### src/rtl/xbar_pkg.sv
package xbar_pkg;
  localparam int unsigned RES_UART  = 0;
  localparam int unsigned RES_CAN   = 1;
  localparam int unsigned RES_SPI   = 2;
  localparam int unsigned RES_I2C   = 3;
  localparam int unsigned RES_PWM0  = 4;
  localparam int unsigned NUM_FIXED_RES = 4;

  localparam int unsigned SIG_UART0 = 0;
  localparam int unsigned SIG_CAN0  = 2;
  localparam int unsigned SIG_SPI0  = 4;
  localparam int unsigned SIG_I2C0  = 8;
  localparam int unsigned SIG_PWM0  = 10;
  localparam int unsigned WALK_BASE = SIG_SPI0;

  localparam int unsigned UART_PIN0 = 4;
  localparam int unsigned CAN_PIN0  = 6;
  localparam int unsigned MIN_PINS  = 8;

  function automatic int unsigned res_of_sig(int unsigned s);
    if (s < SIG_CAN0)      return RES_UART;
    else if (s < SIG_SPI0) return RES_CAN;
    else if (s < SIG_I2C0) return RES_SPI;
    else if (s < SIG_PWM0) return RES_I2C;
    else                   return RES_PWM0 + (s - SIG_PWM0);
  endfunction
endpackage

### src/rtl/xbar_alloc.sv
module xbar_alloc
  import xbar_pkg::*;
#(
  parameter int unsigned NUM_PINS = 16,
  parameter int unsigned NUM_PWM  = 3,
  localparam int unsigned NUM_SIG = SIG_PWM0 + NUM_PWM,
  localparam int unsigned NUM_RES = NUM_FIXED_RES + NUM_PWM,
  localparam int unsigned SRC_W   = $clog2(NUM_SIG + 1),
  localparam int unsigned PIN_W   = $clog2(NUM_PINS)
) (
  input  logic [NUM_RES-1:0]  res_en_i,
  input  logic [NUM_PINS-1:0] skip_i,
  output logic [SRC_W-1:0]    src_o [NUM_PINS],
  output logic [PIN_W-1:0]    sig_pin_o [NUM_SIG],
  output logic [NUM_SIG-1:0]  sig_ok_o,
  output logic                ovf_o
);
  logic [NUM_PINS-1:0] taken;
  logic                found;

  always_comb begin
    taken    = skip_i;
    ovf_o    = 1'b0;
    sig_ok_o = '0;
    found    = 1'b0;
    for (int p = 0; p < NUM_PINS; p++) src_o[p] = '0;
    for (int s = 0; s < NUM_SIG; s++) sig_pin_o[s] = '0;

    // fixed placements, independent of skip mask
    if (res_en_i[RES_UART]) begin
      for (int k = 0; k < 2; k++) begin
        taken[UART_PIN0 + k]     = 1'b1;
        src_o[UART_PIN0 + k]     = SRC_W'(SIG_UART0 + k + 1);
        sig_pin_o[SIG_UART0 + k] = PIN_W'(UART_PIN0 + k);
        sig_ok_o[SIG_UART0 + k]  = 1'b1;
      end
    end
    if (res_en_i[RES_CAN]) begin
      for (int k = 0; k < 2; k++) begin
        taken[CAN_PIN0 + k]     = 1'b1;
        src_o[CAN_PIN0 + k]     = SRC_W'(SIG_CAN0 + k + 1);
        sig_pin_o[SIG_CAN0 + k] = PIN_W'(CAN_PIN0 + k);
        sig_ok_o[SIG_CAN0 + k]  = 1'b1;
      end
    end

    // priority walk: each signal takes lowest free pin
    for (int s = WALK_BASE; s < NUM_SIG; s++) begin
      if (res_en_i[res_of_sig(s)]) begin
        found = 1'b0;
        for (int p = 0; p < NUM_PINS; p++) begin
          if (!found && !taken[p]) begin
            taken[p]     = 1'b1;
            src_o[p]     = SRC_W'(s + 1);
            sig_pin_o[s] = PIN_W'(p);
            sig_ok_o[s]  = 1'b1;
            found        = 1'b1;
          end
        end
        if (!found) ovf_o = 1'b1;
      end
    end
  end
endmodule

### src/rtl/xbar_map_reg.sv
module xbar_map_reg
  import xbar_pkg::*;
#(
  parameter int unsigned NUM_PINS = 16,
  parameter int unsigned NUM_PWM  = 3,
  localparam int unsigned NUM_SIG = SIG_PWM0 + NUM_PWM,
  localparam int unsigned SRC_W   = $clog2(NUM_SIG + 1),
  localparam int unsigned PIN_W   = $clog2(NUM_PINS)
) (
  input  logic               clk_i,
  input  logic               rst_ni,
  input  logic               en_i,
  input  logic [SRC_W-1:0]   src_i [NUM_PINS],
  input  logic [PIN_W-1:0]   sig_pin_i [NUM_SIG],
  input  logic [NUM_SIG-1:0] sig_ok_i,
  input  logic               ovf_i,
  output logic               active_o,
  output logic [SRC_W-1:0]   src_o [NUM_PINS],
  output logic [PIN_W-1:0]   sig_pin_o [NUM_SIG],
  output logic [NUM_SIG-1:0] sig_ok_o,
  output logic               ovf_o
);
  always_ff @(posedge clk_i or negedge rst_ni) begin
    if (!rst_ni) begin
      active_o <= 1'b0;
      ovf_o    <= 1'b0;
      sig_ok_o <= '0;
    end else begin
      active_o <= en_i;
      ovf_o    <= en_i & ovf_i;
      sig_ok_o <= sig_ok_i;
    end
  end

  for (genvar p = 0; p < NUM_PINS; p++) begin : g_pin
    always_ff @(posedge clk_i or negedge rst_ni) begin
      if (!rst_ni) src_o[p] <= '0;
      else         src_o[p] <= src_i[p];
    end
  end

  for (genvar s = 0; s < NUM_SIG; s++) begin : g_sig
    always_ff @(posedge clk_i or negedge rst_ni) begin
      if (!rst_ni) sig_pin_o[s] <= '0;
      else         sig_pin_o[s] <= sig_pin_i[s];
    end
  end
endmodule

### src/rtl/xbar_route.sv
module xbar_route
  import xbar_pkg::*;
#(
  parameter int unsigned NUM_PINS = 16,
  parameter int unsigned NUM_PWM  = 3,
  localparam int unsigned NUM_SIG = SIG_PWM0 + NUM_PWM,
  localparam int unsigned SRC_W   = $clog2(NUM_SIG + 1),
  localparam int unsigned PIN_W   = $clog2(NUM_PINS)
) (
  input  logic                active_i,
  input  logic [SRC_W-1:0]    src_i [NUM_PINS],
  input  logic [PIN_W-1:0]    sig_pin_i [NUM_SIG],
  input  logic [NUM_SIG-1:0]  sig_ok_i,
  input  logic [NUM_PINS-1:0] gpio_out_i,
  input  logic [NUM_PINS-1:0] gpio_oe_i,
  input  logic [NUM_PINS-1:0] pin_in_i,
  input  logic [NUM_SIG-1:0]  sig_out_i,
  input  logic [NUM_SIG-1:0]  sig_oe_i,
  output logic [NUM_PINS-1:0] pin_out_o,
  output logic [NUM_PINS-1:0] pin_oe_o,
  output logic [NUM_SIG-1:0]  sig_in_o
);
  for (genvar p = 0; p < NUM_PINS; p++) begin : g_out
    always_comb begin
      pin_out_o[p] = gpio_out_i[p];
      pin_oe_o[p]  = gpio_oe_i[p];
      if (active_i) begin
        for (int s = 0; s < NUM_SIG; s++) begin
          if (src_i[p] == SRC_W'(s + 1)) begin
            pin_out_o[p] = sig_out_i[s];
            pin_oe_o[p]  = sig_oe_i[s];
          end
        end
      end
    end
  end

  for (genvar s = 0; s < NUM_SIG; s++) begin : g_in
    always_comb begin
      sig_in_o[s] = 1'b1; // idle level for unplaced inputs
      if (active_i && sig_ok_i[s]) begin
        for (int p = 0; p < NUM_PINS; p++) begin
          if (sig_pin_i[s] == PIN_W'(p)) sig_in_o[s] = pin_in_i[p];
        end
      end
    end
  end
endmodule

### src/rtl/periph_xbar.sv
module periph_xbar
  import xbar_pkg::*;
#(
  parameter int unsigned NUM_PINS = 16,
  parameter int unsigned NUM_PWM  = 3,
  localparam int unsigned NUM_SIG = SIG_PWM0 + NUM_PWM,
  localparam int unsigned NUM_RES = NUM_FIXED_RES + NUM_PWM,
  localparam int unsigned SRC_W   = $clog2(NUM_SIG + 1),
  localparam int unsigned PIN_W   = $clog2(NUM_PINS)
) (
  input  logic                clk_i,
  input  logic                rst_ni,
  input  logic                xbar_en_i,
  input  logic [NUM_RES-1:0]  res_en_i,
  input  logic [NUM_PINS-1:0] skip_i,
  input  logic [NUM_PINS-1:0] gpio_out_i,
  input  logic [NUM_PINS-1:0] gpio_oe_i,
  input  logic [NUM_PINS-1:0] pin_in_i,
  output logic [NUM_PINS-1:0] pin_out_o,
  output logic [NUM_PINS-1:0] pin_oe_o,
  input  logic [NUM_SIG-1:0]  sig_out_i,
  input  logic [NUM_SIG-1:0]  sig_oe_i,
  output logic [NUM_SIG-1:0]  sig_in_o,
  output logic                overflow_o
);
  logic [SRC_W-1:0]   src_d [NUM_PINS];
  logic [SRC_W-1:0]   src_q [NUM_PINS];
  logic [PIN_W-1:0]   sig_pin_d [NUM_SIG];
  logic [PIN_W-1:0]   sig_pin_q [NUM_SIG];
  logic [NUM_SIG-1:0] sig_ok_d, sig_ok_q;
  logic               ovf_d, active_q;

  xbar_alloc #(.NUM_PINS(NUM_PINS), .NUM_PWM(NUM_PWM)) u_alloc (
    .res_en_i  (res_en_i),
    .skip_i    (skip_i),
    .src_o     (src_d),
    .sig_pin_o (sig_pin_d),
    .sig_ok_o  (sig_ok_d),
    .ovf_o     (ovf_d)
  );

  xbar_map_reg #(.NUM_PINS(NUM_PINS), .NUM_PWM(NUM_PWM)) u_map (
    .clk_i     (clk_i),
    .rst_ni    (rst_ni),
    .en_i      (xbar_en_i),
    .src_i     (src_d),
    .sig_pin_i (sig_pin_d),
    .sig_ok_i  (sig_ok_d),
    .ovf_i     (ovf_d),
    .active_o  (active_q),
    .src_o     (src_q),
    .sig_pin_o (sig_pin_q),
    .sig_ok_o  (sig_ok_q),
    .ovf_o     (overflow_o)
  );

  xbar_route #(.NUM_PINS(NUM_PINS), .NUM_PWM(NUM_PWM)) u_route (
    .active_i   (active_q),
    .src_i      (src_q),
    .sig_pin_i  (sig_pin_q),
    .sig_ok_i   (sig_ok_q),
    .gpio_out_i (gpio_out_i),
    .gpio_oe_i  (gpio_oe_i),
    .pin_in_i   (pin_in_i),
    .sig_out_i  (sig_out_i),
    .sig_oe_i   (sig_oe_i),
    .pin_out_o  (pin_out_o),
    .pin_oe_o   (pin_oe_o),
    .sig_in_o   (sig_in_o)
  );
endmodule

### config.mk
export PLATFORM = sky130hd
export DESIGN_NAME = periph_xbar
export DESIGN_NICKNAME = d
export VERILOG_FILES = /design/src/rtl/xbar_pkg.sv /design/src/rtl/xbar_alloc.sv /design/src/rtl/xbar_map_reg.sv /design/src/rtl/xbar_route.sv /design/src/rtl/periph_xbar.sv
export SDC_FILE = /design/constraint.sdc
export NUM_CORES = 1
export LEC_CHECK = 0
export BUFFER_PORTS_ARGS = -buffer_cell sky130_fd_sc_hd__buf_2
export CAP_MARGIN = 40
export CORE_MARGIN = 3
export CORE_UTILIZATION = 60
export DETAILED_ROUTE_END_ITERATION = 12
export PLACE_DENSITY = 0.88
export SLEW_MARGIN = 20
export SYNTH_ARGS = -nofsm -noshare
export SYNTH_HDL_FRONTEND = slang
export SYNTH_SLANG_ARGS = --single-unit
### constraint.sdc
create_clock -name clk_i -period 3.3 [get_ports clk_i]
set_input_delay 0.165 -clock clk_i [delete_from_list [all_inputs] [get_ports clk_i]]
set_output_delay 0.165 -clock clk_i [all_outputs]
set_load 0.05 [all_outputs]
==> flow_summary.toml, run 1 <==
[logic_synthesis]
yosys-top-cells-area = "dfrtp_1 (17%), nand2_1 (6.3%), o21ai_0 (6.1%), nor2_1 (5.5%), mux4_2 (5.3%)"
synth_area_um2 = 16700
ys_seq_elements = 113
ys_types = 122
synth-edff-count = 0
syn_inst = 2311
synthArstFlopShare_pct = 100
synth_top_area_cell = "dfrtp_1"
ys_warn_count = 0
syn_nets = 2411
yosys.area.top_type_share_pct = 16.9
ys.flop_type = "dfrtp_1"
syn_area_per_cell_um2 = 7.23
ys_seq_area_share_pct = 16.9

[global_route]
grt_pass1_vias = 30200
grt_use_total_pct = 85.4
grt_overflow = 471
grt_max_degree = 51
grt_pass1_wl_um = 201000

[die]
start_util_pct = 61.5
die_h_um = 173
io_pins = 146
std_cell_rows = 60
die_w_um = 173

[clock_network]
htreeDepth = 4
clk_path_buf_depth = 2
cts_root_buf = "clkbuf_16"
clkSinkCount = 113
cts_buffers = 17

[status]
status = "did not finish"
error_line = "[ERROR GRT-0116] Global routing finished with congestion. Check the congestion regions in the DRC Viewer."
lastStage = "global routing"

[place]
routabilityCongestion = 1.22
portBuffers = 145
dp_hpwl_um = 55200
per-stage QoR:
stage	cell area, um2	setup WS [ns]	instances	utilization, %
after CTS	23400	-0.285	3206	86.1
after floorplan	17000	-0.572	2311	-
after detailed placement	20600	-1.13	3063	75.7
after global placement	20600	-0.787	3063	75.7
cells in the mapped netlist (8+ instances only):
cell type,instances
and2_1,17
nor2b_1,24
mux4_2,39
or2_2,14
a211oi_1,32
buf_1,18
a221oi_1,18
buf_4,10
dfrtp_1,113
buf_2,14
a21oi_1,167
clkbuf_1,149
o31ai_1,17
o211ai_1,28
o21ai_0,204
nand2_1,279
nand4_1,13
nand3b_1,10
mux2i_1,74
a32oi_1,9
nor3_1,47
inv_1,67
or3_1,11
o221ai_1,45
nor2_1,244
o22ai_1,65
o22a_1,27
o311ai_0,8
o31a_1,9
a21o_1,12
a2111oi_0,11
nand3_1,65
a211o_1,8
and3_1,10
a22oi_1,22
nand2b_1,35
mux2_2,34
o2111ai_1,29
o21ai_1,14
o21a_1,15
nor2_2,9
a31oi_1,59
nor3b_1,9
nor4_1,13
a41oi_1,8
logic make-up after synthesis:
| logic type | share of synthesized area, % |
|---|---|
| DFF | 16.9 |
| and+or+nand+nor | 23.3 |
| muxes | 12.0 |
| AOI/OAI and AO/OA | 40.1 |
| adders and majority gates | 0.763 |
| buffers and inverters | 6.37 |
| xor gates and xnor gates | 0.576 |
metal layers:
layer  track usage, %  GRT overflow
met3             78.3            18
met1             84.0             9
met4             85.4           163
met2             96.0           278
met5             48.7             3
what timing repair did:
action	CTS
endpoints found under the setup margin	63
gates cloned	4
pin swaps	117
resized for setup	312
endpoints found under the hold margin	42
buffers inserted	111
hold buffers	2
==> run 2: changes to the inputs <==
--- a/config.mk
+++ b/config.mk
@@ -8,9 +8,9 @@
 export BUFFER_PORTS_ARGS = -buffer_cell sky130_fd_sc_hd__buf_2
 export CAP_MARGIN = 40
 export CORE_MARGIN = 3
-export CORE_UTILIZATION = 60
+export CORE_UTILIZATION = 40
 export DETAILED_ROUTE_END_ITERATION = 12
-export PLACE_DENSITY = 0.88
+export PLACE_DENSITY_LB_ADDON = 0.15
 export SLEW_MARGIN = 20
 export SYNTH_ARGS = -nofsm -noshare
 export SYNTH_HDL_FRONTEND = slang
==> run 2 against run 1 <==
Effect of this change: the flow now finishes, with violations (setup timing); area after synthesis is the same; synthesized cell count is the same.
==> flow_summary.toml, run 2 <==
[status]
status = "complete, but fails checks"
violations = "setup timing"

[die]
dieArea_um2 = 44300
core_area_um2 = 41000
start_util_pct = 40.8
die_w_um = 210
die_h_um = 210
std_cell_rows = 74
io_pins = 146

[critical_path]
critPathMaxFanout = 6
cp_top_family = "compound AO/OA/AOI/OAI gates"
crit_start = "res_en_i[1]"
crit_type = "in -> reg"
arrival_ns = 3.94
path_cells = "buf_6 > buf_4 > a311oi_4 > a211o_1 > a221oi_4 > o221a_4 > buf_6 > a31oi_4 > nor2_2 > a211o_1 > or2_4 > maj3_4 > and2_4 > buf_12 > a21boi_4 > buf_6 > buf_6 > nand4_1 > o211ai_1"
cp_num_cells = 19
crit_path_end_kind = "register"
cpMaxStageDelayCell = "maj3_4"
cp.required_ns = 3.60
cp_common_cell = "buf_6"
crit_path_end = "u_map.sig_pin_o[4]$_DFF_PN0_"
cp_slowest_stage_delay_ns = 0.40
cp-start-kind = "input port"
path_buf_inv = 6

[pwr]
power.leakage_nw = 9.78
pwr-share-clk_pct = 23.0
power_density_nw_per_um2 = 344
p_int_mw = 4.69
p_sw_mw = 3.60
peakVddDrop_mv = 0.339
p_seq_share_pct = 22.3
combPwrFrac_pct = 54.6
swShare_pct = 43.4

[sta]
fmax_ghz = 0.275
setup_ws_ns = -0.334
hold_viol_final = 0
maxSlewViolCount = 0
period_minus_slack_ns = 3.63
tns_ns = -6.10
fin_crit_sh_pct = 110
rsz0062_at_grt = "yes"
setup_viol = 36
worst_pin_slew_ns = 0.852
slew_headroom_pct = 42.5

[global_route]
grt_pass1_wl_um = 119000
grt_use_total_pct = 34.5
grt_overflow = 0
grt_pass1_vias = 20400
antenna_found_initial = 2
grt_max_degree = 42

[finish]
instances_no_fill = 3431
largest_register_ffs = 64
drive_gt1_share_pct = 39.5
area_delta_synth_final_pct = 44.1
layout_commonest_cell = "buf_4"
layout_common_cells = "buf_4 (554), nand2_1 (263), nor2_1 (220)"
fin_area_um2 = 24100
regMostFlops = "u_map.src_o"
final_core_util_pct = 58.7
reg_top3 = "u_map.src_o (64), u_map.sig_pin_o (36), u_map.sig_ok_o (11)"
fin_nets = 2985

[routing]
firstDrtPassIters = 6
vias = 21800
drt_iter0_drc = 2344
ant_nets = 0
routed_via_density = 6.35
drc = 0
drt-total-wl_um = 80000
wl_per_cell_um = 23.3

[clock_network]
clkSinkCount = 113
cts_tree = "built"
htreeDepth = 4
clkTransAtPathRegs_ns = 0.06
clk_path_buf_depth = 2
cts_buffers = 17
cts_root_buf = "clkbuf_16"

[logic_synthesis]
syn_area_per_cell_um2 = 7.23
synth_top_area_cell = "dfrtp_1"
ys.flop_type = "dfrtp_1"
synth-edff-count = 0
synthArstFlopShare_pct = 100
yosys.area.top_type_share_pct = 16.9
syn_inst = 2311
ys_seq_elements = 113
syn_nets = 2411
yosys-top-cells-count = "nand2_1 (279), nor2_1 (244), o21ai_0 (204)"
ys_seq_area_share_pct = 16.9
yosys-top-cells-area = "dfrtp_1 (17%), nand2_1 (6.3%), o21ai_0 (6.1%), nor2_1 (5.5%), mux4_2 (5.3%)"
synth_area_um2 = 16700
ys_types = 122
ys_warn_count = 0
synth.most_common_cell = "nand2_1"

[place]
placed_cells = 3296
dp_hpwl_um = 61000
routabilityCongestion = 0.981
placed_area_um2 = 21400
portBuffers = 145

[min_path]
min_path_type = "in -> reg"

[job]
timing.max_cap.violations = 0
run 2: cell counts after synthesis:
No cell type changed its count.
run 2: through the flow:
stage	power, mW	setup WS, ns	hold WS (ns)
5_1_grt	8.73	-0.394	0.0602
4_1_cts	8.01	-0.160	0.0593
3_3_place_gp	5.77	-0.992	0.156
3_5_place_dp	5.83	-0.985	0.168
6_report	8.29	-0.334	0.0760
2_1_floorplan	4.31	-0.572	-0.131
run 2: layer usage:
metal	global-route usage (%)	wire [um]
met3	5.25	6620
met2	54.9	35800
met5	0	13
met1	46.0	33200
met4	16.8	4350
run 2: cell families after synthesis:
logic type / after synthesis / synth area share, %
flops: 113 / 16.9
fa+ha+maj: 12 / 0.763
simple gates: 834 / 23.3
buf+inv: 263 / 6.37
mux: 147 / 12.0
xor+xnor: 11 / 0.576
compound gates: 931 / 40.1
run 2: what timing repair did:
| action | in CTS | in global routing |
|---|---|---|
| buffers inserted | 51 | 47 |
| hold endpoints to repair | 41 | 0 |
| pin swaps | 86 | 52 |
| hold buffers | 3 | 0 |
| endpoints found under the setup margin | 53 | 66 |
| gates cloned | 2 | 0 |
| gates resized for setup | 198 | 142 |
run 2: how the worst min path moves through the flow:
stage,from,end,cells after the start
floorplan,rst_ni,u_map.active_o$_DFF_PN0_,0
global placement,rst_ni,u_map.active_o$_DFF_PN0_,1
detailed placement,rst_ni,u_map.active_o$_DFF_PN0_,1
CTS,res_en_i[1],u_map.sig_ok_o[3]$_DFF_PN0_,2
global route,res_en_i[1],u_map.sig_ok_o[3]$_DFF_PN0_,2
finish,res_en_i[1],u_map.sig_ok_o[3]$_DFF_PN0_,2
run 2: final cells by class:
cell class | instances | area [um2]
fillers | 3826 | 16900
multi-input cells | 1935 | 14000
repair buffers | 749 | 5670
flip-flops and latches | 113 | 2860
well taps | 532 | 666
clock buffers | 18 | 439
inverters | 69 | 259
clock inverters | 14 | 176
diodes | 1 | 2.50
run 2: power by group through the flow:
stage / sequential, mW / combinational (mW) / clock [mW]
2_1_floorplan: 1.62 / 2.70 / 0
3_3_place_gp: 1.85 / 3.92 / 0
3_5_place_dp: 1.85 / 3.98 / 0
4_1_cts: 1.83 / 4.23 / 1.94
5_1_grt: 1.88 / 4.84 / 2.01
6_report: 1.85 / 4.53 / 1.91
No activity file was read; power rests on OpenSTA's default activity.
